**src/rtl/fpu_haz_pkg.sv**
```systemverilog
package fpu_haz_pkg;
    typedef enum logic [2:0] {
        FC_NONE = 3'd0,
        FC_ADD  = 3'd1,
        FC_MULS = 3'd2,
        FC_MULD = 3'd3,
        FC_FMAD = 3'd4,
        FC_VMUL = 3'd5,
        FC_DIVS = 3'd6,
        FC_DIVD = 3'd7
    } fpu_class_e;

    typedef enum logic {
        DV_IDLE = 1'b0,
        DV_BUSY = 1'b1
    } div_state_e;
endpackage

```
**src/rtl/fpu_haz_decode.sv**
```systemverilog
module fpu_haz_decode
    import fpu_haz_pkg::*;
#(
    parameter int MW = 5,
    parameter int AW = 1,
    parameter int CW = 5,
    parameter int MULD_EXTRA = 3,
    parameter int FMAD_EXTRA = 4,
    parameter int VMUL_CYC = 2,
    parameter int ADD_CYC = 1,
    parameter int DIVS_EXTRA = 13,
    parameter int DIVD_EXTRA = 28
) (
    input  logic [2:0]    cand_i,
    output logic [MW-1:0] mul_mask_o,
    output logic [AW-1:0] add_mask_o,
    output logic          div_req_o,
    output logic [CW-1:0] div_load_o
);
    function automatic logic [MW-1:0] mul_run(int n);
        logic [MW-1:0] r;
        for (int i = 0; i < MW; i++) r[i] = (i < n);
        return r;
    endfunction

    function automatic logic [AW-1:0] add_run(int n);
        logic [AW-1:0] r;
        for (int i = 0; i < AW; i++) r[i] = (i < n);
        return r;
    endfunction

    fpu_class_e cls;
    assign cls = fpu_class_e'(cand_i);

    always_comb begin
        mul_mask_o = '0;
        add_mask_o = '0;
        div_req_o  = 1'b0;
        div_load_o = '0;
        unique case (cls)
            FC_NONE: ;
            FC_ADD:  add_mask_o = add_run(ADD_CYC);
            FC_MULS: mul_mask_o = mul_run(1);
            FC_MULD: mul_mask_o = mul_run(MULD_EXTRA + 1);
            FC_FMAD: mul_mask_o = mul_run(FMAD_EXTRA + 1);
            FC_VMUL: mul_mask_o = mul_run(VMUL_CYC);
            FC_DIVS: begin
                div_req_o  = 1'b1;
                div_load_o = CW'(DIVS_EXTRA);
            end
            FC_DIVD: begin
                div_req_o  = 1'b1;
                div_load_o = CW'(DIVD_EXTRA);
            end
        endcase
    end
endmodule

```
**src/rtl/fpu_resv_shreg.sv**
```systemverilog
module fpu_resv_shreg #(
    parameter int W = 5
) (
    input  logic         clk,
    input  logic         rst_n,
    input  logic [W-1:0] req_mask,
    input  logic         take,
    output logic         conflict,
    output logic         busy_now
);
    logic [W-1:0] res_q;
    logic [W-1:0] res_d;

    genvar k;
    generate
        for (k = 0; k < W; k++) begin : g_slot
            if (k < W - 1) begin : g_shift
                assign res_d[k] = res_q[k+1] | (take & req_mask[k+1]);
            end else begin : g_top
                assign res_d[k] = 1'b0;
            end
        end
    endgenerate

    always_ff @(posedge clk) begin
        if (!rst_n) res_q <= '0;
        else        res_q <= res_d;
    end

    assign conflict = |(res_q & req_mask);
    assign busy_now = res_q[0] | (take & req_mask[0]);


    no_overlap_chk: assert property (@(posedge clk) disable iff (!rst_n)
        take |-> ((res_q & req_mask) == '0));

    generate
        if (W > 1) begin : g_adv

            slot_advance_chk: assert property (@(posedge clk) disable iff (!rst_n)
                res_q[1] |=> busy_now);
        end
    endgenerate
endmodule

```
**src/rtl/fpu_div_track.sv**
```systemverilog
module fpu_div_track
    import fpu_haz_pkg::*;
#(
    parameter int CW = 5,
    parameter int MAXH = 28
) (
    input  logic          clk,
    input  logic          rst_n,
    input  logic          start,
    input  logic [CW-1:0] load,
    output logic          held
);
    div_state_e    st_q, st_d;
    logic [CW-1:0] cnt_q, cnt_d;

    always_comb begin
        st_d  = st_q;
        cnt_d = cnt_q;
        unique case (st_q)
            DV_IDLE: if (start && load != '0) begin
                st_d  = DV_BUSY;
                cnt_d = load;
            end
            DV_BUSY: begin
                cnt_d = cnt_q - 1'b1;
                if (cnt_q == CW'(1)) st_d = DV_IDLE;
            end
        endcase
    end

    always_ff @(posedge clk) begin
        if (!rst_n) begin
            st_q  <= DV_IDLE;
            cnt_q <= '0;
        end else begin
            st_q  <= st_d;
            cnt_q <= cnt_d;
        end
    end

    assign held = (st_q == DV_BUSY);


    cnt_bound_chk: assert property (@(posedge clk) disable iff (!rst_n)
        32'(cnt_q) <= MAXH);


    no_restart_chk: assert property (@(posedge clk) disable iff (!rst_n)
        held |-> !start);


    countdown_chk: assert property (@(posedge clk) disable iff (!rst_n)
        (held && cnt_q > CW'(1)) |=> (held && cnt_q == $past(cnt_q) - 1'b1));
endmodule

```
**src/rtl/fpu_haz_tracker.sv**
```systemverilog
module fpu_haz_tracker #(
    parameter int MULD_EXTRA = 3,
    parameter int FMAD_EXTRA = 4,
    parameter int VMUL_CYC = 2,
    parameter int ADD_CYC = 1,
    parameter int DIVS_EXTRA = 13,
    parameter int DIVD_EXTRA = 28
) (
    input  logic       clk,
    input  logic       rst_n,
    input  logic [2:0] cand_class,
    input  logic       issue,
    output logic       can_issue,
    output logic       mul_busy,
    output logic       add_busy,
    output logic       div_busy
);
    localparam int MW0 = (MULD_EXTRA > FMAD_EXTRA) ? MULD_EXTRA : FMAD_EXTRA;
    localparam int MW  = ((MW0 + 1) > VMUL_CYC) ? (MW0 + 1) : VMUL_CYC;
    localparam int AW  = ADD_CYC;
    localparam int DMX = (DIVD_EXTRA > DIVS_EXTRA) ? DIVD_EXTRA : DIVS_EXTRA;
    localparam int CW  = $clog2(DMX + 1);

    logic [MW-1:0] mul_mask;
    logic [AW-1:0] add_mask;
    logic          div_req;
    logic [CW-1:0] div_load;
    logic          mul_conf, add_conf, div_held, accept;

    fpu_haz_decode #(
        .MW(MW), .AW(AW), .CW(CW),
        .MULD_EXTRA(MULD_EXTRA), .FMAD_EXTRA(FMAD_EXTRA), .VMUL_CYC(VMUL_CYC),
        .ADD_CYC(ADD_CYC), .DIVS_EXTRA(DIVS_EXTRA), .DIVD_EXTRA(DIVD_EXTRA)
    ) u_dec (
        .cand_i(cand_class), .mul_mask_o(mul_mask), .add_mask_o(add_mask),
        .div_req_o(div_req), .div_load_o(div_load)
    );

    fpu_resv_shreg #(.W(MW)) u_mul (
        .clk(clk), .rst_n(rst_n), .req_mask(mul_mask), .take(accept),
        .conflict(mul_conf), .busy_now(mul_busy)
    );

    fpu_resv_shreg #(.W(AW)) u_add (
        .clk(clk), .rst_n(rst_n), .req_mask(add_mask), .take(accept),
        .conflict(add_conf), .busy_now(add_busy)
    );

    fpu_div_track #(.CW(CW), .MAXH(DMX)) u_div (
        .clk(clk), .rst_n(rst_n), .start(accept & div_req), .load(div_load),
        .held(div_held)
    );

    assign can_issue = !mul_conf && !add_conf && !(div_req && div_held);
    assign accept    = issue && can_issue;
    assign div_busy  = div_held | (accept & div_req);


    div_indep_chk: assert property (@(posedge clk) disable iff (!rst_n)
        (div_held && !div_req && !mul_conf && !add_conf) |-> can_issue);


    none_free_chk: assert property (@(posedge clk) disable iff (!rst_n)
        (cand_class == 3'd0) |-> can_issue);
endmodule

```
**config.mk**
```make
export PLATFORM = sky130hd
export DESIGN_NAME = fpu_haz_tracker
export DESIGN_NICKNAME = d
export VERILOG_FILES = /design/src/rtl/fpu_haz_pkg.sv /design/src/rtl/fpu_haz_decode.sv /design/src/rtl/fpu_resv_shreg.sv /design/src/rtl/fpu_div_track.sv /design/src/rtl/fpu_haz_tracker.sv
export SDC_FILE = /design/constraint.sdc
export NUM_CORES = 1
export LEC_CHECK = 0
export CAP_MARGIN = 40
export CORE_MARGIN = 5
export CORE_UTILIZATION = 35
export DETAILED_ROUTE_END_ITERATION = 12
export GPL_ROUTABILITY_DRIVEN = 0
export PLACE_DENSITY = 0.56
export SLEW_MARGIN = 20
export SYNTH_ARGS = -nofsm -noshare
export SYNTH_HDL_FRONTEND = slang
export SYNTH_SLANG_ARGS = --single-unit
```
**constraint.sdc**
```tcl
create_clock -name clk -period 3.4 [get_ports clk]
set_input_delay 0.68 -clock clk [delete_from_list [all_inputs] [get_ports clk]]
set_output_delay 0.68 -clock clk [all_outputs]
set_load 0.02 [all_outputs]
```
Word level (Yosys, flattened, before mapping)
Index checks and enable logic that the tools add are counted.
{"block": "totals", "regBits": 11, "in_bits": 6, "word_cells": 47, "out_inout_bits": 4}
{"block": "op_classes", "bitwise": 15, "mux": 9, "n_reduce_logical": 9, "add_sub_neg": 1, "n_eq_ne": 9}
{"cell": "one-hot mux 5 bit (2 select lines)", "n": 2}
{"cell": "one-hot mux 5 bit (4 select lines)", "n": 1}
{"cell": "equality test 3 bit (second input constant)", "n": 4}
{"cell": "bitwise AND 1 bit", "n": 7}
{"cell": "equality test 3 x 2 -> 1 bit (second input constant)", "n": 2}
{"cell": "bitwise OR 1 bit", "n": 6}
{"cell": "bitwise AND 5 bit", "n": 1}
{"cell": "equality test 5 x 1 -> 1 bit (second input constant)", "n": 1}
{"cell": "two-way mux 5 bit", "n": 1}
{"cell": "nonzero test 5 bit", "n": 1}
{"cell": "OR reduction 5 bit", "n": 1}
{"cell": "subtractor 5 x 1 -> 5 bit (second input constant)", "n": 1}
{"cell": "logical AND 1 bit", "n": 4}
{"cell": "two-way mux 1 bit", "n": 4}
{"cell": "equality test 3 x 1 -> 1 bit (second input constant)", "n": 1}
{"cell": "logical NOT 1 bit", "n": 2}
{"cell": "inequality test 2 x 1 -> 1 bit (second input constant)", "n": 1}
{"cell": "one-hot mux 1 bit (2 select lines)", "n": 1}
{"cell": "OR reduction 2 bit", "n": 1}
{"cell": "NOT 1 bit", "n": 1}

Depth between registers and ports, before layout
{"block": "depth", "ltp_word": 11, "mapped_depth": 5, "ltp_nobuf": 5}

By module
Synthesis repeated with hierarchy kept, for this count alone.
{"block": "hier_totals", "cells_unflattened": 80, "hier_area_um2": 685.7}
{"mod": "fpu_div_track", "area_per_inst_um2": 377.9, "seq_area_each_um2": 120.1, "cells_each": 41, "n_inst": 1}
{"mod": "fpu_resv_shreg at u_mul", "area_per_inst_um2": 148.9, "seq_area_each_um2": 80.1, "cells_each": 15, "n_inst": 1}
{"mod": "fpu_haz_decode", "area_per_inst_um2": 98.8, "seq_area_each_um2": 0.0, "cells_each": 15, "n_inst": 1}
{"mod": "fpu_haz_tracker", "area_per_inst_um2": 42.5, "seq_area_each_um2": 0.0, "cells_each": 6, "n_inst": 1}
{"mod": "fpu_resv_shreg at u_add", "area_per_inst_um2": 17.5, "seq_area_each_um2": 0.0, "cells_each": 3, "n_inst": 1}

Least setup slack after synthesis
Ideal clock, no wire load.
{"block": "synth_path", "path_type": "input-to-output", "start": "input cand_class[1]", "end": "output mul_busy", "required_ns": 2.720, "n_path_buf": 1, "path_slack_ns": 1.110, "path_stages": 4, "arrival_time_ns": 1.610, "cell_sequence": "buf_6 nand2b_1 o22a_1 o41ai_2"}
{"block": "synth_between", "elab_chain_cells": 9, "word_cells_on_any_way": 18, "cone_classes": "6 x eq/ne; 2 x mux; 3 x bitwise; 7 x reduce/logical"}
{"item": "start, declared", "line_no": "fpu_haz_tracker.sv:11", "source": "input logic [2:0] cand_class,"}
{"item": "equality test 3 bit / equality test 3 x 2 -> 1 bit (equally long branches)", "line_no": "fpu_haz_decode.sv:40", "source": "unique case (cls)"}
{"item": "one-hot mux 5 bit (4 select lines) / OR reduction 2 bit (equally long branches)"}
{"item": "bitwise AND 5 bit / two-way mux 1 bit (equally long branches)", "line_no": "fpu_resv_shreg.sv:30, fpu_haz_decode.sv:40"}
{"item": "OR reduction 5 bit / logical AND 1 bit (equally long branches)", "line_no": "fpu_resv_shreg.sv:30, fpu_haz_tracker.sv:54"}
{"item": "logical NOT 1 bit", "line_no": "fpu_haz_tracker.sv:54", "source": "assign can_issue = !mul_conf && !add_conf && !(div_req && div_held);"}
{"item": "logical AND 1 bit", "line_no": "fpu_haz_tracker.sv:54"}
{"item": "logical AND 1 bit", "line_no": "fpu_haz_tracker.sv:55", "source": "assign accept = issue && can_issue;"}
{"item": "bitwise AND 1 bit *", "line_no": "fpu_resv_shreg.sv:31", "source": "assign busy_now = res_q[0] | (take & req_mask[0]);"}
{"item": "bitwise OR 1 bit *", "line_no": "fpu_resv_shreg.sv:31"}
{"item": "end, declared", "line_no": "fpu_haz_tracker.sv:14", "source": "output logic mul_busy,"}
Every way passes the cells marked *; elsewhere a longest branch is shown, timed or not.

Worst setup path in the final report
{"block": "layout_path", "start": "input cand_class[1]", "end": "output can_issue"}
{"block": "layout_between", "elab_chain_cells": 6, "word_cells_on_any_way": 15, "cone_classes": "6 x eq/ne; 2 x mux; 1 x bitwise; 6 x reduce/logical"}
{"item": "equality test 3 bit / equality test 3 x 2 -> 1 bit (equally long branches)", "line_no": "fpu_haz_decode.sv:40"}
{"item": "one-hot mux 5 bit (4 select lines) / OR reduction 2 bit (equally long branches)"}
{"item": "bitwise AND 5 bit / two-way mux 1 bit (equally long branches)", "line_no": "fpu_resv_shreg.sv:30, fpu_haz_decode.sv:40"}
{"item": "OR reduction 5 bit / logical AND 1 bit (equally long branches)", "line_no": "fpu_resv_shreg.sv:30, fpu_haz_tracker.sv:54"}
{"item": "logical NOT 1 bit", "line_no": "fpu_haz_tracker.sv:54"}
{"item": "logical AND 1 bit *", "line_no": "fpu_haz_tracker.sv:54"}
{"item": "end, declared", "line_no": "fpu_haz_tracker.sv:13", "source": "output logic can_issue,"}
Marked as above.

==> out/metrics.json <==
{
  "outcome": "finished, final reports clean",
  "chipHeight_um": 53.3,
  "grt_start_max_net_pins": 13,
  "die_w_um": 53.3,
  "grt.overflow.total": 0,
  "clk-insertion-delay-late_ns": 0.26,
  "dpl.hpwl_um": 1030,
  "max_slew_margin": 0.754,
  "worst_clock_skew_ns": 0.00615,
  "layout.cells.most_common": "sky130_fd_sc_hd__dfxtp_1",
  "post_synth.cell_area_avg_sq_um": 8.64,
  "cts_max_path_buffers": 2,
  "via_count": 595,
  "fmax_mhz": 314,
  "firstDrtPassIters": 4,
  "synthToLayoutAreaGrowth_pct": 21.1,
  "antenna_left": 0,
  "mapped_area_sq_um": 657,
  "number_of_instances_in_the_synthesized_netlist": 76,
  "drive_gt1_frac": 0.161,
  "worst_ir_drop_vdd_uv": 163,
  "critPathLaunchType": "input pin",
  "rows": 15,
  "register_bit_count_reported_by_yosys": 10,
  "hold-worst-slack_ns": 0.491,
  "cap_violations": 0,
  "clock_slew_at_the_register_clock_pins_of_the_worst_setup_and_hold_paths_ns": 0.06,
  "layout.cell_area.non_filler_sq_um": 796,
  "antenna_cells": 0,
  "grt_setup_unrepaired": "false",
  "ff_latch_area_sq_um": 200,
  "min_path_type": "reg -> reg",
  "most_frequent_cells_in_the_layout": "sky130_fd_sc_hd__dfxtp_1 (10), sky130_fd_sc_hd__nand2_1 (9), sky130_fd_sc_hd__clkdlybuf4s50_1 (9)",
  "placement.io_buffers": 9,
  "power.sequential.fraction": 0.476,
  "utilization": 0.451,
  "wl_um": 1380,
  "critical_path_required_ns": 2.72,
  "worstMarginPinSlew_ns": 0.367,
  "track_usage": 0.120,
  "wire_length_of_the_first_global_routing_pass_um": 2450,
  "post-route-drc-count": 0,
  "start_util": 0.372,
  "ios": 10,
  "synth_cell_types": 37,
  "p_clk_frac": 0.285,
  "fin_ws_ns": 0.212,
  "routed_wire_length_per_instance_um": 12.3,
  "netSwitchingFraction": 0.287,
  "final_critical_period_ns": 3.19,
  "critPathArrivalTime_ns": 2.51,
  "report.final.slew_viol_count": 0,
  "resized_cells_post_cts": 0,
  "nFillCells": 191,
  "timing.final.crit_share": 0.938,
  "synthTopCellsByArea": "sky130_fd_sc_hd__dfxtp_1 (30%), sky130_fd_sc_hd__nand2_1 (5.1%), sky130_fd_sc_hd__o41ai_2 (5.0%)",
  "synth-async-reset-ratio": 0,
  "numClockSinks": 10,
  "finalSetupViolations": 0,
  "worstSetupPathType": "in -> out",
  "cts.root.buffer_cell": "sky130_fd_sc_hd__clkbuf_4",
  "p_sw_mw": 0.0796,
  "placement.setup.worst_slack_ns": 0.212,
  "final_hold_viol_count": 0,
  "post-cts-setup-buffers": 0,
  "place_area_sq_um": 773,
  "post_syn_nets": 84,
  "power.leakage_nw": 0.313,
  "synth_enable_flop_cells": 0,
  "path_max_fanout": 5,
  "drtIter0Drc": 22,
  "drt-vias-per-instance": 5.31,
  "yosysTopAreaCell": "sky130_fd_sc_hd__dfxtp_1",
  "antenna_found_initial": 0,
  "nature_of_the_critical_path_endpoint": "primary output",
  "nets": 97,
  "power.density_cell_area_mw_per_mm2": 349,
  "numCtsBuffers": 3,
  "synth.yosys.seq_area_share": 0.305,
  "holdBufCountCts": 0,
  "totalNegativeSetupSlack_ns": 0,
  "core_area_sq_mm": 0.00176,
  "h_tree_depth": 1,
  "die_area_sq_mm": 0.00284,
  "tritoncts": "yes",
  "area_of_the_multi_input_gates_sq_um": 403,
  "via_count_of_the_first_global_routing_pass": 525,
  "flip_flop_cell_with_the_highest_count_after_synthesis": "sky130_fd_sc_hd__dfxtp_1",
  "combPwrFrac": 0.239,
  "yosys_warns": 0,
  "synth_largest_type_area_fraction": 0.305,
  "power.internal_mw": 0.198
}
## critical path, stage by stage
cell and delay (ns):
sky130_fd_sc_hd__clkdlybuf4s50_1 0.57, sky130_fd_sc_hd__mux2_4 0.32, sky130_fd_sc_hd__a22o_1 0.23, sky130_fd_sc_hd__nor3_2 0.09, sky130_fd_sc_hd__clkdlybuf4s50_1 0.61
## registers in the layout, indices dropped and copies added, names as in the netlist
signal and flops:
u_mul.res_q 4, u_div.cnt_q 5, u_div.held 1
## cells in the mapped netlist (2+ instances only)
| master | number |
|---|---|
| sky130_fd_sc_hd__a21oi_1 | 4 |
| sky130_fd_sc_hd__a21oi_2 | 2 |
| sky130_fd_sc_hd__and2_1 | 3 |
| sky130_fd_sc_hd__and3b_1 | 2 |
| sky130_fd_sc_hd__dfxtp_1 | 10 |
| sky130_fd_sc_hd__ha_1 | 2 |
| sky130_fd_sc_hd__inv_1 | 7 |
| sky130_fd_sc_hd__nand2_1 | 9 |
| sky130_fd_sc_hd__nand2b_1 | 2 |
| sky130_fd_sc_hd__nand3_1 | 2 |
| sky130_fd_sc_hd__nor3b_1 | 2 |
| sky130_fd_sc_hd__o21ai_0 | 2 |
| sky130_fd_sc_hd__o21ai_1 | 2 |
| sky130_fd_sc_hd__o31ai_1 | 3 |
| sky130_fd_sc_hd__o41ai_2 | 2 |
## kinds of logic (layout without fill, tap and decap cells)
family,after synthesis,in the layout,synth area share
AND/OR/NAND/NOR,27,27,0.253
multiplexers,1,1,0.0229
flip-flops,10,10,0.305
adder cells (fa/ha/maj),2,2,0.0381
buffers and inverters,11,22,0.0819
AO/OA/AOI/OAI,25,25,0.299
## cell type report
class | instances | area share
Clock buffer | 3 | 0.0283
Inverter | 7 | 0.0330
Multi-Input combinational cell | 55 | 0.506
Sequential cell | 10 | 0.252
Tap cell | 25 | 0.0393
Timing Repair Buffer | 12 | 0.142
## per-layer routing
metal  GRT usage  vias up  wire [um]
met5           0        -          0
met1       0.164      272        695
li1            -      301          -
met3      0.0451        2        105
met2       0.157       20        561
met4      0.0638        0         17
## path summary, 6_finish.rpt
check | slack [ns] | start | depth (start not counted) | end
worst max-delay path | 0.21 | cand_class[1] | 5 | can_issue
worst min register to register | 0.49 | u_mul.res_q[3]$_SDFF_PN0_ | 2 | u_mul.res_q[2]$_SDFF_PN0_
worst max register to register | 2.20 | u_div.cnt_q[0]$_SDFFE_PN0P_ | 5 | u_div.cnt_q[4]$_SDFFE_PN0P_
worst min-delay path | 0.49 | u_mul.res_q[3]$_SDFF_PN0_ | 2 | u_mul.res_q[2]$_SDFF_PN0_
## power by group through the flow
| stage | Combinational [mW] | Sequential [mW] | Clock (mW) |
|---|---|---|---|
| 6_report | 0.0664 | 0.132 | 0.0791 |
| 5_1_grt | 0.0735 | 0.133 | 0.0926 |
| 4_1_cts | 0.0664 | 0.132 | 0.0813 |
| 3_5_place_dp | 0.0660 | 0.135 | 0 |
| 3_3_place_gp | 0.0659 | 0.135 | 0 |
| 2_1_floorplan | 0.0459 | 0.132 | 0 |
## metrics by stage
step	std cells	power [mW]
floorplan	76	0.178
global placement	109	0.201
detailed placement	109	0.201
CTS	112	0.280
global route	112	0.300
finish	112	0.278
No activity file was read; power rests on OpenSTA's default activity.
